File: config.mk
export PLATFORM = sky130hd
export DESIGN_NAME = cmdsync_ctrl
export DESIGN_NICKNAME = d
export VERILOG_FILES = /design/src/rtl/cmdsync_pkg.sv /design/src/rtl/cmdsync_decode.sv /design/src/rtl/cmdsync_stall.sv /design/src/rtl/cmdsync_route.sv /design/src/rtl/cmdsync_ctrl.sv
export SDC_FILE = /design/constraint.sdc
export NUM_CORES = 1
export LEC_CHECK = 0
export BUFFER_PORTS_ARGS = -buffer_cell sky130_fd_sc_hd__buf_2
export CORE_MARGIN = 2
export CORE_UTILIZATION = 40
export CTS_CLUSTER_DIAMETER = 50
export DETAILED_ROUTE_END_ITERATION = 16
export PLACE_DENSITY = 0.81
export SYNTH_ARGS = -nofsm -noshare
export SYNTH_HDL_FRONTEND = slang
export SYNTH_SLANG_ARGS = --single-unit
File: constraint.sdc
create_clock -name clk -period 2 [get_ports clk]
set_clock_uncertainty 0.15 [all_clocks]
set_input_delay 0.3 -clock clk [delete_from_list [all_inputs] [get_ports clk]]
set_output_delay 0.3 -clock clk [all_outputs]
set_load 0.02 [all_outputs]
File: src/rtl/cmdsync_pkg.sv
package cmdsync_pkg;
  localparam int OPC_W = 4;

  typedef enum logic [1:0] {
    CLS_NOP  = 2'd0,
    CLS_PRIM = 2'd1,
    CLS_ATTR = 2'd2,
    CLS_SYNC = 2'd3
  } cmd_cls_e;

  localparam logic [OPC_W-1:0] OPC_PRIM  = 4'h1;
  localparam logic [OPC_W-1:0] OPC_ATTR  = 4'h2;
  localparam logic [OPC_W-1:0] OPC_SYNC0 = 4'h8;
  localparam logic [OPC_W-1:0] OPC_SYNC1 = 4'h9;
  localparam logic [OPC_W-1:0] OPC_SYNC2 = 4'hA;

  function automatic cmd_cls_e classify(input logic [OPC_W-1:0] op);
    case (op)
      OPC_PRIM:                       return CLS_PRIM;
      OPC_ATTR:                       return CLS_ATTR;
      OPC_SYNC0, OPC_SYNC1, OPC_SYNC2: return CLS_SYNC;
      default:                        return CLS_NOP;
    endcase
  endfunction
endpackage

File: src/rtl/cmdsync_decode.sv
module cmdsync_decode
  import cmdsync_pkg::*;
#(
  parameter int WORD_W = 32
) (
  input  logic [WORD_W-1:0] head_word,
  output cmd_cls_e          head_cls,
  output logic [1:0]        head_tag
);
  logic [OPC_W-1:0] opc;

  always_comb begin
    opc      = head_word[WORD_W-1 -: OPC_W];
    head_cls = classify(opc);
    head_tag = opc[1:0];
  end
endmodule

File: src/rtl/cmdsync_stall.sv
module cmdsync_stall #(
  parameter int TAG_W = 2
) (
  input  logic             clk,
  input  logic             rst_n,
  input  logic             sync_take,
  input  logic [TAG_W-1:0] sync_tag,
  input  logic             rel_valid,
  input  logic [TAG_W-1:0] rel_tag,
  output logic             stall
);
  logic [TAG_W-1:0] pend_tag_q;
  logic             stall_q;
  logic             rel_hit;

  assign rel_hit = stall_q && rel_valid && (rel_tag == pend_tag_q);

  always_ff @(posedge clk or negedge rst_n) begin
    if (!rst_n) begin
      stall_q    <= 1'b0;
      pend_tag_q <= '0;
    end else if (sync_take) begin
      stall_q    <= 1'b1;
      pend_tag_q <= sync_tag;
    end else if (rel_hit) begin
      stall_q    <= 1'b0;
    end
  end

  assign stall = stall_q;
endmodule

File: src/rtl/cmdsync_route.sv
module cmdsync_route
  import cmdsync_pkg::*;
#(
  parameter int WORD_W = 32,
  parameter int TC_W   = 16,
  parameter int TILE_W = 6,
  parameter int NWE    = 4
) (
  input  logic                  clk,
  input  logic                  rst_n,
  input  logic                  take,
  input  cmd_cls_e              take_cls,
  input  logic [WORD_W-1:0]     take_word,
  output logic                  prim_start,
  output logic [WORD_W-OPC_W-1:0] ew_data,
  output logic                  attr_valid,
  output logic [TC_W-1:0]       tc_data,
  output logic [TILE_W-1:0]     tile_addr,
  output logic [NWE-1:0]        we
);
  localparam int PAY_W    = WORD_W - OPC_W;
  localparam int SEL_W    = (NWE > 1) ? $clog2(NWE) : 1;
  localparam int TILE_LSB = PAY_W - TILE_W;
  localparam int SEL_LSB  = TILE_LSB - SEL_W;

  logic [PAY_W-1:0] pay_q;
  logic             prim_q;
  logic             attr_q;
  logic [SEL_W-1:0] sel;

  always_ff @(posedge clk or negedge rst_n) begin
    if (!rst_n) begin
      pay_q  <= '0;
      prim_q <= 1'b0;
      attr_q <= 1'b0;
    end else begin
      prim_q <= take && (take_cls == CLS_PRIM);
      attr_q <= take && (take_cls == CLS_ATTR);
      if (take) pay_q <= take_word[PAY_W-1:0];
    end
  end

  assign sel        = pay_q[SEL_LSB +: SEL_W];
  assign prim_start = prim_q;
  assign attr_valid = attr_q;
  assign ew_data    = prim_q ? pay_q : '0;
  assign tc_data    = attr_q ? pay_q[TC_W-1:0] : '0;
  assign tile_addr  = attr_q ? pay_q[TILE_LSB +: TILE_W] : '0;

  for (genvar i = 0; i < NWE; i++) begin : g_we
    assign we[i] = attr_q && (sel == SEL_W'(i));
  end
endmodule

File: src/rtl/cmdsync_ctrl.sv
module cmdsync_ctrl
  import cmdsync_pkg::*;
#(
  parameter int WORD_W = 32,
  parameter int TC_W   = 16,
  parameter int TILE_W = 6,
  parameter int NWE    = 4
) (
  input  logic                    clk,
  input  logic                    rst_n,
  input  logic                    in_valid,
  input  logic [WORD_W-1:0]       in_data,
  output logic                    in_ready,
  input  logic                    ew_busy_i,
  input  logic                    rel_valid,
  input  logic [1:0]              rel_tag,
  output logic                    stall_o,
  output logic                    prim_start_o,
  output logic [WORD_W-OPC_W-1:0] ew_data_o,
  output logic                    attr_valid_o,
  output logic [TC_W-1:0]         tc_data_o,
  output logic [TILE_W-1:0]       tile_addr_o,
  output logic [NWE-1:0]          we_o
);
  cmd_cls_e   head_cls;
  logic [1:0] head_tag;
  logic       take;

  cmdsync_decode #(.WORD_W(WORD_W)) u_dec (
    .head_word (in_data),
    .head_cls  (head_cls),
    .head_tag  (head_tag)
  );

  assign in_ready = rst_n && !stall_o && !(head_cls == CLS_PRIM && ew_busy_i);
  assign take     = in_valid && in_ready;

  cmdsync_stall #(.TAG_W(2)) u_stall (
    .clk       (clk),
    .rst_n     (rst_n),
    .sync_take (take && (head_cls == CLS_SYNC)),
    .sync_tag  (head_tag),
    .rel_valid (rel_valid),
    .rel_tag   (rel_tag),
    .stall     (stall_o)
  );

  cmdsync_route #(
    .WORD_W(WORD_W), .TC_W(TC_W), .TILE_W(TILE_W), .NWE(NWE)
  ) u_route (
    .clk        (clk),
    .rst_n      (rst_n),
    .take       (take),
    .take_cls   (head_cls),
    .take_word  (in_data),
    .prim_start (prim_start_o),
    .ew_data    (ew_data_o),
    .attr_valid (attr_valid_o),
    .tc_data    (tc_data_o),
    .tile_addr  (tile_addr_o),
    .we         (we_o)
  );
endmodule

==> impl_metrics.yaml <==
yosys:
  synth_seq_cells: 33
  synthFlopType: "dfrtp_1"
  synthArstFlopShare_pct: 100
  yosys-top-cells-area: "dfrtp_1 47%, and2_1 18%, mux2_4 17%, mux2_2 5.1%, buf_12 2.3%"
  synthCells: 143
  synth_most_common_cell: "and2_1"
  yosys_warnings: 0
  avgSynthCellArea_um2: 12.4
  ys_types: 22
  synth_edf_count: 0
  netlist_area_um2: 1780
  synth_top_area_share_pct: 46.5
  synth_nets: 182
  netlist_top_cells_count: "50 x and2_1, 33 x dfrtp_1, 20 x mux2_4, 8 x mux2_2"
  synth_top_area_cell: "dfrtp_1"
  ys_seq_area_share_pct: 46.5
global_routing:
  grt_max_degree: 30
  antenna_found_initial: 0
  grt_pass1_vias: 1346
  grt-ovfl-total: 0
  track_usage_pct: 16.4
  grt_pass1_wl_um: 6450
place:
  placement.io_buffers: 96
  gp_congestion: 0.753
  dp_slack_ns: 0.243
  hpwl_um: 2950
floorplan:
  io_pins: 97
  dieArea_um2: 4990
  die_w_um: 70.6
  fp-row-count: 24
  start_util_pct: 41.1
  die_h_um: 70.6
  core_area_um2: 4320
pwr:
  power_density_nw_per_um2: 991
  finalPower_mw: 2.41
  leakagePower_nw: 1.33
  ir_drop_uv: 583
timing:
  rsz0062_at_grt: "no"
  period_share_pct: 95.3
  finalSetupViolCount: 0
  finalHoldViolations: 0
  slew_violations: 0
  period_needed_ns: 1.91
  relSlewSlack_pct: 57.7
  worst_slack_ns: 0.0932
  tightest_slew_ns: 0.635
  fmaxAchievable_ghz: 0.524
  setup_tns_ns: 0
route:
  drtPass1Iterations: 4
  viasPerCell: 4.70
  vias: 1404
  drc: 0
  drt-initial-drc-count: 25
  wire_per_inst_um: 13.2
  routed_wl_um: 3930
  antenna_left: 0
worst_setup_path:
  crit_required_ns: 2.01
  worstSetupEndpointType: "register"
  path_max_fanout: 13
  cp.arrival_ns: 1.92
  worst-setup-path-type: "input port to register"
  cp-start-kind: "input port"
cells_and_area:
  fin_nets: 286
  n_fill_cell: 368
  drive_gt1_share_pct: 57.1
  num_antenna_cells: 0
  synthToLayoutAreaGrowth_pct: 37.0
cts:
  clkLatencyLatePin_ns: 0.27
  cts_buffer_depth: 2
  post-cts-setup-buffers: 0
  root_buffer: "clkbuf_8"
  clock_sinks: 33
  cts_made_buffers: 5
  cts_tree: "built"
  htreeDepth: 2
  path_clk_slew_ns: 0.06
worst_hold_path:
  hold_path.class: "input port to register"
run_status:
  status: "finished, final reports clean"
run:
  cap_violations: 0
through the flow:
stage / cell area, um^2 / std cells / hold WS [ns] / util (%)
final: 2430 / 299 / 0.0367 / 56.3
after global routing: 2430 / 299 / 0.0326 / 56.3
after CTS: 2420 / 299 / 0.0275 / 55.9
after detailed placement: 2310 / 290 / 0.148 / 53.5
after global placement: 2310 / 290 / 0.151 / 53.5
after floorplan: 1780 / 143 / -0.146 / -
worst max-delay path, cell delays in order:
cell	delay, ns
dlygate4sd3_1	0.53
buf_2	0.13
nand3b_1	0.11
o21ba_2	0.30
buf_6	0.19
mux2_2	0.35
what timing repair did:
item	CTS	global route
gates resized for setup	0	5
hold buffers	2	0
endpoints found under the setup margin	0	59
hold endpoints to repair	14	0
per-layer routing:
layer	global-route usage (%)	vias up	share of wire (%)
met5	0	-	0
met4	5.66	0	0.97
met3	3.70	4	6.0
met2	28.1	51	49
met1	20.4	659	44
li1	-	690	-
power breakdown:
group | switching, mW | internal (mW) | leakage [nW]
logic | 0.224 | 0.481 | 0.899
clock network | 0.213 | 0.272 | 0.0443
registers | 0.231 | 0.991 | 0.387
kinds of logic (layout without fill, tap and decap cells):
family / Yosys count / in the layout / share of synthesized area [%]
flip-flops: 33 / 33 / 46.5
XOR/XNOR: 2 / 2 / 0.987
AO/OA/AOI/OAI: 5 / 5 / 2.54
multiplexers: 28 / 28 / 22.0
buffers and inverters: 7 / 111 / 3.73
AND/OR/NAND/NOR: 68 / 68 / 24.2
registers in the layout, summed over array words and instances (netlist names):
signal / flops
u_route.attr_valid: 1
u_route.pay_q: 28
u_route.prim_start: 1
u_stall.pend_tag_q: 2
u_stall.stall: 1
layout by cell type (no fill, tap or decap), drive strengths merged, types with 4 or more instances in the layout:
master,Yosys,routed
and2,50,50
buf,3,102
clkbuf,4,7
dfrtp,33,33
mux2,28,28
nor3b,4,4
area by class of cell:
cell class / instances / area [um^2] / share of cell area (%)
flip-flops and latches: 33 / 828 / 34.1
repair buffers: 104 / 564 / 23.2
well taps: 52 / 65.1 / 2.67
clock buffers: 7 / 86.3 / 3.55
multi-input cells: 103 / 888 / 36.5
final timing paths:
path                                                from                            end  slack (ns)  cells after the start
setup / recovery                                   rst_n  u_route.pay_q[23]$_DFFE_PN0P_        0.09                      6
hold / removal                                 ew_busy_i   u_route.prim_start$_DFF_PN0_        0.04                      2
setup reg to reg               u_stall.stall$_DFFE_PN0P_  u_route.pay_q[23]$_DFFE_PN0P_        0.27                      4
hold reg to reg            u_route.pay_q[16]$_DFFE_PN0P_  u_route.pay_q[16]$_DFFE_PN0P_        0.36                      1
max in group asynchronous                          rst_n   u_route.prim_start$_DFF_PN0_        0.50                      4
min in group asynchronous                          rst_n  u_route.pay_q[20]$_DFFE_PN0P_        0.54                      4
Power figures use the tool's default switching activity.
